## src/rtl/pbus_pkg.sv

```systemverilog
// Shared types for the parallel bus cycle generator.
// Assumes nothing beyond IEEE 1800-2017 packages.
package pbus_pkg;

    // Sequencer states; the open states keep CE low between accesses
    typedef enum logic [2:0] {
        S_STBY    = 3'd0,
        S_RD      = 3'd1,
        S_OPEN_RD = 3'd2,
        S_WSET    = 3'd3,
        S_WPULSE  = 3'd4,
        S_WHOLD   = 3'd5,
        S_OPEN_WR = 3'd6,
        S_CEGAP   = 3'd7
    } pbus_state_e;

    // Larger of two cycle counts
    function automatic int max2(input int a, input int b);
        return (a > b) ? a : b;
    endfunction

endpackage

```

## src/rtl/pbus_lat_timer.sv

```systemverilog
// Down-counting latency timer shared by read, write-pulse and CE-gap phases.
// Assumes a load value of at least 1; `last` flags the final counted cycle.
module pbus_lat_timer #(
    parameter int TW = 4
) (
    input  logic          clk,
    input  logic          rst_n,
    input  logic          load,
    input  logic [TW-1:0] load_val,
    output logic          last
);

    logic [TW-1:0] cnt_q;

    // Load a new count or step down towards zero
    always_ff @(posedge clk) begin
        if (!rst_n) begin
            cnt_q <= '0;
        end else if (load) begin
            cnt_q <= load_val;
        end else if (cnt_q != '0) begin
            cnt_q <= cnt_q - TW'(1);
        end
    end

    // The phase ends on the edge at which one cycle remains
    assign last = (cnt_q == TW'(1));

endmodule

```

## src/rtl/pbus_idle_mon.sv

```systemverilog
// Counts consecutive open-bus cycles without an accepted request.
// Assumes IDLE_CYC >= 1; `expire` is high in the last allowed idle cycle.
module pbus_idle_mon #(
    parameter int IDLE_CYC = 8
) (
    input  logic clk,
    input  logic rst_n,
    input  logic active,
    input  logic clear,
    output logic expire
);

    localparam int IW = $clog2(IDLE_CYC + 1);

    logic [IW-1:0] idle_q;

    // Advance while the bus sits open, restart on any request or exit
    always_ff @(posedge clk) begin
        if (!rst_n) begin
            idle_q <= '0;
        end else if (!active || clear) begin
            idle_q <= '0;
        end else if (idle_q != IW'(IDLE_CYC - 1)) begin
            idle_q <= idle_q + IW'(1);
        end
    end

    // Expiry is taken only when no request is accepted in this cycle
    assign expire = active && (idle_q == IW'(IDLE_CYC - 1));

endmodule

```

## src/rtl/pbus_addr_cmp.sv

```systemverilog
// Compares a new request address with the address held on the bus.
// Assumes AW > PB; the low PB bits select the word inside a page.
module pbus_addr_cmp #(
    parameter int AW = 20,
    parameter int PB = 4
) (
    input  logic [AW-1:0] held_addr,
    input  logic [AW-1:0] new_addr,
    output logic          same_word,
    output logic          same_page
);

    // Full and page-level equality, no state
    always_comb begin
        same_word = (held_addr == new_addr);
        same_page = (held_addr[AW-1:PB] == new_addr[AW-1:PB]);
    end

endmodule

```

## src/rtl/pbus_cycle_gen.sv

```systemverilog
// Host-side cycle generator for an asynchronous parallel flash bus.
// Turns one valid/ready request at a time into CE/OE/WE strobe sequences.
// Keeps CE low between accesses for page reads and forces a CE gap for
// repeated addresses. Assumes all timing parameters are >= 1 clock cycle.
// All bus outputs are registered.
module pbus_cycle_gen
    import pbus_pkg::*;
#(
    parameter int AW       = 20,
    parameter int DW       = 16,
    parameter int PB       = 4,
    parameter int TACC     = 5,
    parameter int TOE      = 3,
    parameter int TPACC    = 2,
    parameter int TWP      = 3,
    parameter int TCEH     = 2,
    parameter int IDLE_CYC = 8
) (
    input  logic          clk,
    input  logic          rst_n,
    input  logic          req_valid,
    output logic          req_ready,
    input  logic          req_write,
    input  logic [AW-1:0] req_addr,
    input  logic [DW-1:0] req_wdata,
    output logic          rsp_valid,
    output logic [DW-1:0] rsp_rdata,
    output logic          bus_ce_n,
    output logic          bus_oe_n,
    output logic          bus_we_n,
    output logic [AW-1:0] bus_addr,
    output logic [DW-1:0] bus_dq_out,
    output logic          bus_dq_oe,
    input  logic [DW-1:0] bus_dq_in
);

    localparam int LFULL = max2(TACC, TOE);
    localparam int TMAX  = max2(max2(LFULL, TPACC), max2(TWP, TCEH));
    localparam int TW    = $clog2(TMAX + 1);
    localparam logic [TW-1:0] LFULL_V = TW'(LFULL);
    localparam logic [TW-1:0] TPACC_V = TW'(TPACC);
    localparam logic [TW-1:0] TWP_V   = TW'(TWP);
    localparam logic [TW-1:0] TCEH_V  = TW'(TCEH);

    pbus_state_e   state_q, state_d;
    logic          t_load, t_last;
    logic [TW-1:0] t_val;
    logic          accept, is_open, idle_exp;
    logic          same_word, same_page;
    logic          pend_wr_q;

    // Handshake: only standby and the open states take a request
    assign req_ready = (state_q == S_STBY) || (state_q == S_OPEN_RD) ||
                       (state_q == S_OPEN_WR);
    assign accept    = req_valid && req_ready;
    assign is_open   = (state_q == S_OPEN_RD) || (state_q == S_OPEN_WR);

    pbus_lat_timer #(.TW(TW)) timer_i (
        .clk      (clk),
        .rst_n    (rst_n),
        .load     (t_load),
        .load_val (t_val),
        .last     (t_last)
    );

    pbus_idle_mon #(.IDLE_CYC(IDLE_CYC)) idle_i (
        .clk    (clk),
        .rst_n  (rst_n),
        .active (is_open),
        .clear  (accept),
        .expire (idle_exp)
    );

    pbus_addr_cmp #(.AW(AW), .PB(PB)) cmp_i (
        .held_addr (bus_addr),
        .new_addr  (req_addr),
        .same_word (same_word),
        .same_page (same_page)
    );

    // Next-state selection and latency timer loading
    always_comb begin
        state_d = state_q;
        t_load  = 1'b0;
        t_val   = LFULL_V;
        unique case (state_q)
            S_STBY: begin
                if (accept) begin
                    if (req_write) begin
                        state_d = S_WSET;
                    end else begin
                        state_d = S_RD;
                        t_load  = 1'b1;
                    end
                end
            end
            S_OPEN_RD, S_OPEN_WR: begin
                if (accept) begin
                    if (same_word) begin
                        state_d = S_CEGAP;
                        t_load  = 1'b1;
                        t_val   = TCEH_V;
                    end else if (req_write) begin
                        state_d = S_WSET;
                    end else begin
                        state_d = S_RD;
                        t_load  = 1'b1;
                        if ((state_q == S_OPEN_RD) && same_page) begin
                            t_val = TPACC_V;
                        end
                    end
                end else if (idle_exp) begin
                    state_d = S_STBY;
                end
            end
            S_RD: begin
                if (t_last) begin
                    state_d = S_OPEN_RD;
                end
            end
            S_WSET: begin
                state_d = S_WPULSE;
                t_load  = 1'b1;
                t_val   = TWP_V;
            end
            S_WPULSE: begin
                if (t_last) begin
                    state_d = S_WHOLD;
                end
            end
            S_WHOLD: begin
                state_d = S_OPEN_WR;
            end
            S_CEGAP: begin
                if (t_last) begin
                    if (pend_wr_q) begin
                        state_d = S_WSET;
                    end else begin
                        state_d = S_RD;
                        t_load  = 1'b1;
                    end
                end
            end
            default: state_d = S_STBY;
        endcase
    end

    // State register and request capture
    always_ff @(posedge clk) begin
        if (!rst_n) begin
            state_q    <= S_STBY;
            pend_wr_q  <= 1'b0;
            bus_addr   <= '0;
            bus_dq_out <= '0;
        end else begin
            state_q <= state_d;
            if (accept) begin
                pend_wr_q  <= req_write;
                bus_addr   <= req_addr;
                bus_dq_out <= req_wdata;
            end
        end
    end

    // Registered strobe decode from the next state
    always_ff @(posedge clk) begin
        if (!rst_n) begin
            bus_ce_n  <= 1'b1;
            bus_oe_n  <= 1'b1;
            bus_we_n  <= 1'b1;
            bus_dq_oe <= 1'b0;
        end else begin
            bus_ce_n  <= (state_d == S_STBY) || (state_d == S_CEGAP);
            bus_oe_n  <= !((state_d == S_RD) || (state_d == S_OPEN_RD));
            bus_we_n  <= (state_d != S_WPULSE);
            bus_dq_oe <= (state_d == S_WPULSE) || (state_d == S_WHOLD);
        end
    end

    // Read data capture at the end of the access latency
    always_ff @(posedge clk) begin
        if (!rst_n) begin
            rsp_valid <= 1'b0;
            rsp_rdata <= '0;
        end else begin
            rsp_valid <= (state_q == S_RD) && t_last;
            if ((state_q == S_RD) && t_last) begin
                rsp_rdata <= bus_dq_in;
            end
        end
    end


    no_oe_we_chk: assert property (@(posedge clk) disable iff (!rst_n)
        !(!bus_oe_n && !bus_we_n));


    drive_after_oe_chk: assert property (@(posedge clk) disable iff (!rst_n)
        bus_dq_oe |-> (bus_oe_n && $past(bus_oe_n)));


    turnaround_chk: assert property (@(posedge clk) disable iff (!rst_n)
        $past(bus_dq_oe) |-> bus_oe_n);


    we_rise_hold_chk: assert property (@(posedge clk) disable iff (!rst_n)
        $rose(bus_we_n) |-> bus_dq_oe);


    ce_gap_chk: assert property (@(posedge clk) disable iff (!rst_n)
        (accept && !bus_ce_n && (req_addr == bus_addr)) |=> bus_ce_n);


    busy_ignore_chk: assert property (@(posedge clk) disable iff (!rst_n)
        (req_valid && !req_ready) |=> $stable(bus_addr));


    rsp_pulse_chk: assert property (@(posedge clk) disable iff (!rst_n)
        rsp_valid |=> !rsp_valid);

endmodule

```

## config.mk

```make
export PLATFORM = sky130hd
export DESIGN_NAME = pbus_cycle_gen
export DESIGN_NICKNAME = d
export VERILOG_FILES = /design/src/rtl/pbus_pkg.sv /design/src/rtl/pbus_lat_timer.sv /design/src/rtl/pbus_idle_mon.sv /design/src/rtl/pbus_addr_cmp.sv /design/src/rtl/pbus_cycle_gen.sv
export SDC_FILE = /design/constraint.sdc
export NUM_CORES = 1
export LEC_CHECK = 0
export ABC_AREA = 0
export BUFFER_PORTS_ARGS = -buffer_cell sky130_fd_sc_hd__clkbuf_2
export CAP_MARGIN = 5
export CORE_ASPECT_RATIO = 0.7
export CORE_MARGIN = 1.5
export CORE_UTILIZATION = 24
export CTS_CLUSTER_DIAMETER = 80
export DETAILED_ROUTE_END_ITERATION = 8
export PLACE_DENSITY = 0.45
export SLEW_MARGIN = 40
export SYNTH_ARGS = -nofsm -noshare
export SYNTH_HDL_FRONTEND = slang
export SYNTH_HIERARCHICAL = 1
export SYNTH_SLANG_ARGS = --single-unit
```

## constraint.sdc

```tcl
create_clock -name clk -period 2.4 [get_ports clk]
set_input_delay 0.48 -clock clk [delete_from_list [all_inputs] [get_ports clk]]
set_output_delay 0.48 -clock clk [all_outputs]
set_load 0.01 [all_outputs]
```

==> run summary, run 1 <==
clock tree buffer depth = 2
die area = 0.01342 mm²
global routing usage on met3 = 4.538%
max-slew violation total from the final report = 0
WL per Instance = 12.12 µm
global-route wire length before repair = 12.98 mm
proportion of synthesized chip area in sequential cells = 44.59%
cell at the root of the clock tree = sky130_fd_sc_hd__clkbuf_16
hold buffer count at CTS = 0
number of warning messages in the yosys log = 6
type of the worst min-delay path = in2reg
number of buffers and inverters on the critical path = 2
worst stage delay on the critical path = 0.36 ns
number of maximum-capacitance violations = 0
gp weighted congestion = 0.7773
period utilization = 97.92%
htree depth = 3
number of remaining DRC errors = 0
net total in the final layout = 546
final total power = 0.003305 W
status = finished, final reports clean
Setup Slack @ Placement = -0.3486 ns
Startpoint Class = register
number of nets still failing antenna checks after routing = 0
share of async-settable or async-resettable flops after synthesis = 0%
Setup Viol. Count Final = 0
vias = 2755
dominant cell type by count on the critical path = sky130_fd_sc_hd__buf_4
clk sinks = 68
total nets after synthesis = 419
grt peak-use layer = met2
Die W = 137.8 µm
clock transition at the registers of the reported paths = 0.05 ns
Worst EP required = 2.66 ns
layout overhead on the synthesized area = 39.39%
number of antenna violations at the first check in global routing = 0
Starting Density = 24.58%
cell class contributing the biggest share of worst-path delay = simple AND/OR/NAND/NOR gates
worst-case headroom to the max-slew limit = 62.90%
flop and latch count out of synthesis = 68
power density of the placed cells = 776.7 mW/mm²
fraction of the core area covered by cells at the end of the flow = 34.26%
Crit Path Class = reg2reg
ports placed on the boundary = 114
maximum number of pins on one net before global-route repair = 38
type of destination of the critical path = register
met1 Use GR = 16.90%
number of synthesized flops with an enable pin = 0
worst hold slack after final layout = 0.3696 ns
detailed placer's ending HPWL = 5.590 mm
clock insertion delay at the later pin of the skew report = 0.33 ns
Static Leak = 1.886 nW
Worst Setup Slack, final = 0.04994 ns
Synth area leaders = sky130_fd_sc_hd__dfxtp_1 (45%), sky130_fd_sc_hd__nand2_1 (14%), sky130_fd_sc_hd__a21boi_0 (8.1%)
number of clock buffers inserted by TritonCTS = 9
FP Rows = 34
Sum Neg Setup Slack = 0 ns
via density per instance = 4.238
# diodes = 0
Least-Margin Pin Slew = 0.5551 ns
first-pass iteration count of the detailed router = 4
TritonCTS clock tree = yes
Avg Synthesized Cell Area = 8.504 µm²
fraction of layout instances using a drive strength above 1 = 35.25%
cells traversed along the worst timing path = xnor2_2, nand4_1, nor4_4, and4_4, buf_4, buf_4, nand2_1, a21oi_2, a211oi_2, or3_1, nand3_1
library cell with the largest summed area after synthesis = sky130_fd_sc_hd__dfxtp_1
min cycle time layout = 2.350 ns
placeable core region = 0.01242 mm²
critical path fanouts, max = 5
# port buffers = 113
Die Span Y = 97.37 µm
drt initial violations = 99
M2 GR Usage = 18.08%
Routed WL = 7.880 mm
commonest register cell after synthesis = sky130_fd_sc_hd__dfxtp_1
area fraction of the dominant cell type after synthesis = 44.59%
synthesized area = 0.003053 mm²
count of cell types in the netlist = 45
highest ir drop seen on vdd = 0.3203 mV
vias in the first global route = 2684
Congestion Overflow GR = 0
clk_skew = 0.005114 ns
highest-delay cell along the critical path = sky130_fd_sc_hd__nor4_4
number of instances in the synthesized netlist = 359
highest clock frequency the design can meet = 425.5 MHz
total count of hold-check failures in the final report = 0
Worst Path Arrival = 2.61 ns
All-Layer GR Usage = 12.36%
setup repair after global routing missed its margin = true
[routing by layer]
metal / up-vias / routed length [µm]
li1: 1433 / -
met1: 1246 / 4056
met2: 69 / 3186
met3: 7 / 555
met4: 0 / 81
met5: - / 0
[cells in the mapped netlist (2+ instances only)]
master,count
sky130_fd_sc_hd__nand2_1,113
sky130_fd_sc_hd__dfxtp_1,68
sky130_fd_sc_hd__a21boi_0,33
sky130_fd_sc_hd__a21boi_1,20
sky130_fd_sc_hd__xnor2_1,19
sky130_fd_sc_hd__nor2b_1,10
sky130_fd_sc_hd__clkbuf_1,9
sky130_fd_sc_hd__nor2_1,8
sky130_fd_sc_hd__buf_2,6
sky130_fd_sc_hd__o21ai_0,6
sky130_fd_sc_hd__inv_1,5
sky130_fd_sc_hd__nand3_1,5
sky130_fd_sc_hd__buf_4,4
sky130_fd_sc_hd__ha_1,4
sky130_fd_sc_hd__nand4_1,4
sky130_fd_sc_hd__a21oi_1,3
sky130_fd_sc_hd__nand2b_1,3
sky130_fd_sc_hd__xor2_1,3
sky130_fd_sc_hd__a2111oi_1,2
sky130_fd_sc_hd__and2_1,2
sky130_fd_sc_hd__and2b_1,2
sky130_fd_sc_hd__and3_1,2
sky130_fd_sc_hd__mux2i_1,2
sky130_fd_sc_hd__nor2b_2,2
sky130_fd_sc_hd__nor3b_1,2
sky130_fd_sc_hd__nor4b_1,2
sky130_fd_sc_hd__or3b_1,2
[area by class of cell]
| class | instances | area [µm²] |
|---|---|---|
| clock buffers | 10 | 239.0 |
| clock inverters | 3 | 40.04 |
| fillers | 1343 | 8167 |
| inverters | 6 | 22.52 |
| multi-input cells | 265 | 1629 |
| flip-flops and latches | 68 | 1371 |
| well taps | 162 | 202.7 |
| repair buffers | 136 | 750.7 |
[cells in the final DEF, fill, tap and decap left out, drive strengths merged, types with 5 or more instances in the layout]
| master | synthesis | final |
|---|---|---|
| buf | 11 | 23 |
| xnor2 | 19 | 19 |
| a21boi | 53 | 53 |
| nand2 | 113 | 113 |
| nor2b | 12 | 12 |
| clkbuf | 9 | 123 |
| inv | 6 | 6 |
| nor2 | 8 | 8 |
| nand3 | 5 | 5 |
| dfxtp | 68 | 68 |
| o21ai | 6 | 6 |
[report_power, final]
group          internal, W  switching, W  leakage, nW
combinational     0.000325      0.000380         1.19
clock             0.000811      0.000470        0.140
sequential         0.00124     0.0000829        0.559
[timing repair]
item / CTS / global route
resized for setup: 4 / 16
setup endpoints to repair: 3 / 6
pin swaps: 3 / 9
buffers inserted: 3 / 2
[registers in the layout, indices dropped and copies added (netlist names)]
register	cells
pend_wr_q	1
bus_oe_n	1
timer_i/cnt_q	3
state_q	3
rsp_rdata	16
idle_i/idle_q	4
bus_ce_n	1
bus_dq_out	16
bus_we_n	1
bus_addr	20
rsp_valid	1
bus_dq_oe	1
[worst register-to-register path: stages (launching register included)]
cell                       delay, ns
sky130_fd_sc_hd__dfxtp_4        0.35
sky130_fd_sc_hd__xnor2_2        0.14
sky130_fd_sc_hd__nand4_1        0.19
sky130_fd_sc_hd__nor4_4         0.37
sky130_fd_sc_hd__and4_4         0.30
sky130_fd_sc_hd__buf_4          0.11
sky130_fd_sc_hd__buf_4          0.09
sky130_fd_sc_hd__nand2_1        0.05
sky130_fd_sc_hd__a21oi_2        0.14
sky130_fd_sc_hd__a211oi_2       0.09
sky130_fd_sc_hd__or3_1          0.37
sky130_fd_sc_hd__nand3_1        0.10
[logic make-up after synthesis]
logic type,after synthesis,synth area share [%]
multiplexers,2,0.6558
buffers and inverters,26,4.180
adder cells (fa/ha/maj),4,1.639
XOR/XNOR,22,6.312
AND/OR/NAND/NOR,164,24.96
flip-flops,68,44.59
AO/OA/AOI/OAI,73,17.66
[through the flow]
stage | cells | cell area (µm²)
6_report | 650 | 4255
4_1_cts | 648 | 4183
5_1_grt | 650 | 4255
3_3_place_gp | 632 | 3864
2_1_floorplan | 359 | 3053
3_5_place_dp | 632 | 3864
[path summary, 6_finish.rpt]
check	from	to	slack (ns)	cells after the start
worst max-delay path	bus_addr[17]	bus_ce_n	0.05	11
worst max register to register	bus_addr[17]	bus_ce_n	0.05	11
worst min-delay path	req_wdata[11]	bus_dq_out[11]	0.37	3
worst min register to register	bus_dq_out[11]	bus_dq_out[11]	0.46	2
Power figures use the tool's default switching activity.
==> inputs of run 2 (changes only) <==
REMOVE_ABC_BUFFERS = 1   (was not set)
==> run 2 against run 1 <==
  * Critical path depth stayed put
  * Setup slack gained 0.035 ns
  * Worst hold slack worse by 0.0060 ns
  * Cell count is 0.92% lower
  * Wire length grew 3.7%
  * Combinational power about the same
  * Largest cell class unchanged
  * Largest power group unchanged
  * Highest routed layer unchanged
==> run summary, run 2 (synthesized netlist as in run 1, its figures left out) <==
ports placed on the boundary = 114 (unchanged)
maximum number of pins on one net before global-route repair = 37 (-2.6%)
total count of hold-check failures in the final report = 0 (unchanged)
htree depth = 3 (unchanged)
fraction of layout instances using a drive strength above 1 = 34.65% (-0.60 points)
Post CTS Setup Buffer Count = 0 (-3)
number of antenna violations at the first check in global routing = 0 (unchanged)
vias in the first global route = 2683 (-0.037%)
Least-Margin Pin Slew = 0.6053 ns (+0.05024 ns)
fraction of the core area covered by cells at the end of the flow = 33.76% (-0.49 points)
detailed placer's ending HPWL = 5.872 mm (+5.0%)
clk_skew = 0.01173 ns (+0.006617 ns)
WL per Instance = 12.69 µm (+4.7%)
clock tree buffer depth = 2 (unchanged)
Crit Path Class = reg2reg
Static Leak = 1.845 nW (-2.2%)
first-pass iteration count of the detailed router = 4 (unchanged)
worst-case headroom to the max-slew limit = 59.64% (-3.3 points)
number of clock buffers inserted by TritonCTS = 9 (unchanged)
layout overhead on the synthesized area = 37.38%
die area = 0.01342 mm² (unchanged)
flip-flop count of the largest register after layout = 20 (unchanged)
All-Layer GR Usage = 12.52% (+0.16 points)
worst stage delay on the critical path = 0.35 ns (about the same)
vias = 2729 (-0.94%)
Worst Hold Depth = 3 (unchanged)
highest clock frequency the design can meet = 432.0 MHz (+1.5%)
Congestion Overflow GR = 0 (unchanged)
# port buffers = 113 (unchanged)
number of remaining DRC errors = 0 (unchanged)
clock insertion delay at the later pin of the skew report = 0.33 ns (about the same)
max-slew violation total from the final report = 0 (unchanged)
highest-delay cell along the critical path = sky130_fd_sc_hd__dfxtp_4
hold buffer count at CTS = 0 (unchanged)
Routed WL = 8.172 mm (+3.7%)
Starting Density = 24.58% (unchanged)
setup repair after global routing missed its margin = true
gp weighted congestion = 0.7622 (-1.9%)
min cycle time layout = 2.315 ns (-0.03543 ns)
Worst EP required = 2.62 ns (-0.04 ns)
clk sinks = 68 (unchanged)
via density per instance = 4.238 (about the same)
critical path fanouts, max = 8 (+3)
placeable core region = 0.01242 mm² (unchanged)
global-route wire length before repair = 13.08 mm (+0.80%)
status = finished, final reports clean
Top reg by flops = bus_addr
commonest cells after routing, fill and taps aside = sky130_fd_sc_hd__nand2_1 (113), sky130_fd_sc_hd__clkbuf_2 (113), sky130_fd_sc_hd__dfxtp_1 (59)
number of nets still failing antenna checks after routing = 0 (unchanged)
# diodes = 0 (unchanged)
type of the worst min-delay path = in2reg
Worst Path Arrival = 2.53 ns (-0.08 ns)
worst reg-to-reg path cell count = 11 (unchanged)
FP Rows = 34 (unchanged)
highest ir drop seen on vdd = 0.3257 mV (+1.7%)
TritonCTS clock tree = yes
cells traversed along the worst timing path = xnor2_2, nand4_1, nor4_4, and4_1, a21oi_2, nor2b_1, o21ai_1, o21ai_1, buf_4, nor2b_1, a2111oi_1
top flop regs = bus_addr (20), bus_dq_out (16), rsp_rdata (16)
Die W = 137.8 µm (unchanged)
Post-Place Cell Area = 0.003846 mm² (-0.45%)
Setup Viol. Count Final = 0 (unchanged)
net total in the final layout = 537 (-1.6%)
clock transition at the registers of the reported paths = 0.06 ns (about the same)
type of destination of the critical path = register
period utilization = 96.44% (-1.5 points)
Startpoint Class = register
Die Span Y = 97.37 µm (unchanged)
cell at the root of the clock tree = sky130_fd_sc_hd__clkbuf_16
number of maximum-capacitance violations = 0 (unchanged)
Final Instance Area = 0.004194 mm² (-1.4%)
power density of the placed cells = 773.0 mW/mm² (-0.47%)
drt initial violations = 88 (-11%)
[run 2: changes by cell type in the layout (fill, tap and decap cells not counted), sizes merged]
cell	before	now
clkbuf	123	124
clkinvlp	0	1
buf	23	14
clkinv	2	4
bufinv	1	0
[run 2: what timing repair did]
| item | CTS | global route |
|---|---|---|
| gates resized for setup | 2 | 20 |
| setup endpoints to repair | 1 | 5 |
| pin swaps | 3 | 9 |
[run 2: worst max-delay path, delay by kind of cell (launching register included)]
family / cells / cell delay (ns)
xor gates and xnor gates: 1 / 0.13
buffers and inverters: 1 / 0.16
AOI/OAI and AO/OA: 4 / 0.57
DFF: 1 / 0.35
and+or+nand+nor: 5 / 1.00
[run 2: layout make-up]
type,instances,area [µm²]
Timing Repair Buffer,127,695.7
Clock buffer,11,242.7
Clock inverter,5,27.53
Tap cell,162,202.7
Multi-Input combinational cell,265,1625
Sequential cell,68,1378
Inverter,6,22.52
Fill cell,1342,8228
[run 2: layer usage]
metal,wire length [µm],track usage [%],up-vias
met1,4145,16.86,1206
met5,0,0,-
met4,87,3.846,0
met2,3150,17.62,91
met3,789,5.842,10
li1,-,-,1422
[run 2: path summary, 6_finish.rpt]
check,from,endpoint,slack (ns)
setup / recovery,bus_addr[18],timer_i/cnt_q[0],0.09
hold / removal,req_wdata[9],bus_dq_out[9],0.36
setup reg to reg,bus_addr[18],timer_i/cnt_q[0],0.09
hold reg to reg,bus_dq_out[11],bus_dq_out[11],0.46
[run 2: stage by stage]
step	power (W)	setup TNS, ns	setup WS (ns)	cells	hold WS, ns
detailed placement	0.002031	-0.6379	-0.2227	628	0.4502
global placement	0.002022	-0.3594	-0.1247	628	0.4414
global route	0.003442	-0.3396	-0.1455	644	0.3749
finish	0.003242	0	0.08537	644	0.3636
CTS	0.003277	0	0.005353	644	0.3549
floorplan	0.001725	0	0.06903	339	0.4354
[run 2: power breakdown]
part | switching [W] | leakage [nW] | internal [W]
combinational | 0.000381 | 1.15 | 0.000324
clock | 0.000493 | 0.135 | 0.000720
sequential | 0.0000865 | 0.560 | 0.00124
==> inputs of run 3 (changes only) <==
CORE_MARGIN = 10   (was 1.5)
==> run 3 against run 2 <==
  * Non-clock buffer count grew 7
  * Clock power grew 7%
  * Final area up 1.3%
  * First-iteration DRC count is 39% lower
  * Critical endpoint unchanged
==> run summary, run 3 (synthesized netlist as in run 1, its figures left out) <==
status = finished, final reports clean
WL per Instance = 14.34 µm (+13%)
number of antenna violations at the first check in global routing = 0 (unchanged)
highest-delay cell along the critical path = sky130_fd_sc_hd__dfxtp_2
maximum number of pins on one net before global-route repair = 42 (+14%)
total count of hold-check failures in the final report = 0 (unchanged)
Die Span Y = 114.4 µm (+17%)
via density per instance = 4.263 (+0.60%)
number of remaining DRC errors = 0 (unchanged)
highest clock frequency the design can meet = 438.8 MHz (+1.6%)
power density of the placed cells = 787.8 mW/mm² (+1.9%)
fraction of the core area covered by cells at the end of the flow = 34.22% (+0.45 points)
clock transition at the registers of the reported paths = 0.06 ns (about the same)
drt initial violations = 54 (-39%)
Startpoint Class = register
clk_skew = 0.006930 ns (-0.004802 ns)
max-slew violation total from the final report = 0 (unchanged)
All-Layer GR Usage = 10.65% (-1.9 points)
worst-case headroom to the max-slew limit = 51.66% (-8.0 points)
cell at the root of the clock tree = sky130_fd_sc_hd__clkbuf_16
Die W = 154.8 µm (+12%)
global-route wire length before repair = 15.30 mm (+17%)
period utilization = 94.95% (-1.5 points)
layout overhead on the synthesized area = 39.22%
detailed placer's ending HPWL = 6.925 mm (+18%)
number of clock buffers inserted by TritonCTS = 9 (unchanged)
Static Leak = 1.874 nW (+1.6%)
setup repair after global routing missed its margin = true
startpoint of the most critical register-to-register path = bus_addr[14]
cells traversed along the worst timing path = xnor2_2, nand4_1, nor4_2, and4_1, a21oi_2, nor2b_1, o21ai_1, o21ai_1, buf_4, nor4b_2, a2111oi_2
Setup Slack @ Placement = -0.2910 ns (-0.06821 ns)
highest ir drop seen on vdd = 0.3314 mV (+1.7%)
vias in the first global route = 2921 (+8.9%)
CP startpoint = bus_addr[14]
Crit Path Class = reg2reg
commonest cells after routing, fill and taps aside = sky130_fd_sc_hd__nand2_1 (113), sky130_fd_sc_hd__clkbuf_2 (112), sky130_fd_sc_hd__dfxtp_1 (57)
Setup Viol. Count Final = 0 (unchanged)
# diodes = 0 (unchanged)
clock insertion delay at the later pin of the skew report = 0.33 ns (about the same)
htree depth = 3 (unchanged)
Starting Density = 24.58% (unchanged)
FILL cells = 1321 (-1.6%)
number of nets still failing antenna checks after routing = 0 (unchanged)
fraction of layout instances using a drive strength above 1 = 35.86% (+1.2 points)
number of cells in the design after placement = 635 (+1.1%)
clock tree buffer depth = 2 (unchanged)
type of the worst min-delay path = in2reg
vias = 2771 (+1.5%)
Worst Hold Depth = 3 (unchanged)
Worst Setup Slack, final = 0.1212 ns (+0.03582 ns)
min cycle time layout = 2.279 ns (-0.03582 ns)
critical path fanouts, max = 8 (unchanged)
number of maximum-capacitance violations = 0 (unchanged)
ports placed on the boundary = 114 (unchanged)
Layout Cells excl Fill = 650 (+0.93%)
flip-flop count of the largest register after layout = 20 (unchanged)
Top reg by flops = bus_addr
area of all sequential standard cells = 0.001375 mm² (-0.18%)
net total in the final layout = 544 (+1.3%)
top flop regs = bus_addr (20), bus_dq_out (16), rsp_rdata (16)
gp weighted congestion = 0.7687 (+0.85%)
worst reg-to-reg path cell count = 11 (unchanged)
worst stage delay on the critical path = 0.36 ns (about the same)
first-pass iteration count of the detailed router = 6 (+2)
Least-Margin Pin Slew = 0.7251 ns (+0.1198 ns)
# port buffers = 113 (unchanged)
placeable core region = 0.01242 mm² (unchanged)
type of destination of the critical path = register
Congestion Overflow GR = 0 (unchanged)
Routed WL = 9.323 mm (+14%)
die area = 0.01770 mm² (+32%)
worst hold slack after final layout = 0.3652 ns (+0.001597 ns)
FP Rows = 34 (unchanged)
Worst EP required = 2.62 ns (about the same)
dominant cell type by count on the critical path = sky130_fd_sc_hd__o21ai_1
Worst Path Arrival = 2.50 ns (-0.03 ns)
worst min-delay path startpoint = req_wdata[12]
TritonCTS clock tree = yes
clk sinks = 68 (unchanged)
final total power = 0.003349 W (+3.3%)
area of the multi-input gates = 0.001629 mm² (+0.23%)
most common cell after layout, fill and taps aside = sky130_fd_sc_hd__nand2_1
[run 3: cell count changes in the layout (fill, tap and decap cells not counted), moves of 2 or more]
cell                       previous run  this run
sky130_fd_sc_hd__dfxtp_2              7        11
sky130_fd_sc_hd__dfxtp_1             59        57
sky130_fd_sc_hd__clkbuf_1             1         3
sky130_fd_sc_hd__dfxtp_4              2         0
sky130_fd_sc_hd__clkinv_2             4         1
sky130_fd_sc_hd__buf_4               12        20
[run 3: power breakdown]
part	leakage (nW)	internal, W	switching [W]	total (W)
Combinational	1.17	0.000333	0.000398	0.000731
Clock	0.140	0.000826	0.000468	0.00129
Sequential	0.560	0.00124	0.0000849	0.00132
Total	1.87	0.00240	0.000950	0.00335
[run 3: metal layers]
metal,track usage (%),share of wire (%),vias up
met5,0,0,-
met4,2.448,0.69,0
met3,6.757,12,7
met2,15.36,40,101
met1,12.99,47,1232
li1,-,-,1431
[run 3: what timing repair did]
| item | CTS | global route |
|---|---|---|
| gates resized for setup | 1 | 22 |
| pin swaps | 0 | 5 |
| setup endpoints to repair | 1 | 4 |
| setup buffers | 0 | 0 |
| hold buffers | 0 | 0 |
[run 3: path summary, 6_finish.rpt]
kind / end / slack [ns]
hold / removal: bus_dq_out[12] / 0.37
hold reg to reg: bus_dq_out[10] / 0.45
setup / recovery: timer_i/cnt_q[0] / 0.12
setup reg to reg: timer_i/cnt_q[0] / 0.12
[run 3: critical path, delay by kind of cell (launching register included)]
kind                   cells  cell delay, ns
buffers and inverters      1            0.16
AND/OR/NAND/NOR            5            0.97
AO/OA/AOI/OAI              4            0.56
flip-flops                 1            0.36
XOR/XNOR                   1            0.12
[run 3: per-stage QoR]
stage                     TNS [ns]  instance area, µm²
after detailed placement   -0.8589                3886
after global routing      -0.01716                4250
final                            0                4250
after floorplan                  0                2948
after CTS                        0                4179
after global placement     -0.4767                3886
[run 3: area by class of cell]
type	count	area share (%)
Timing Repair Buffer	134	17.31
Clock buffer	13	5.888
Sequential cell	68	32.35
Inverter	6	0.5299
Clock inverter	2	0.8243
Multi-Input combinational cell	265	38.33
Tap cell	162	4.769
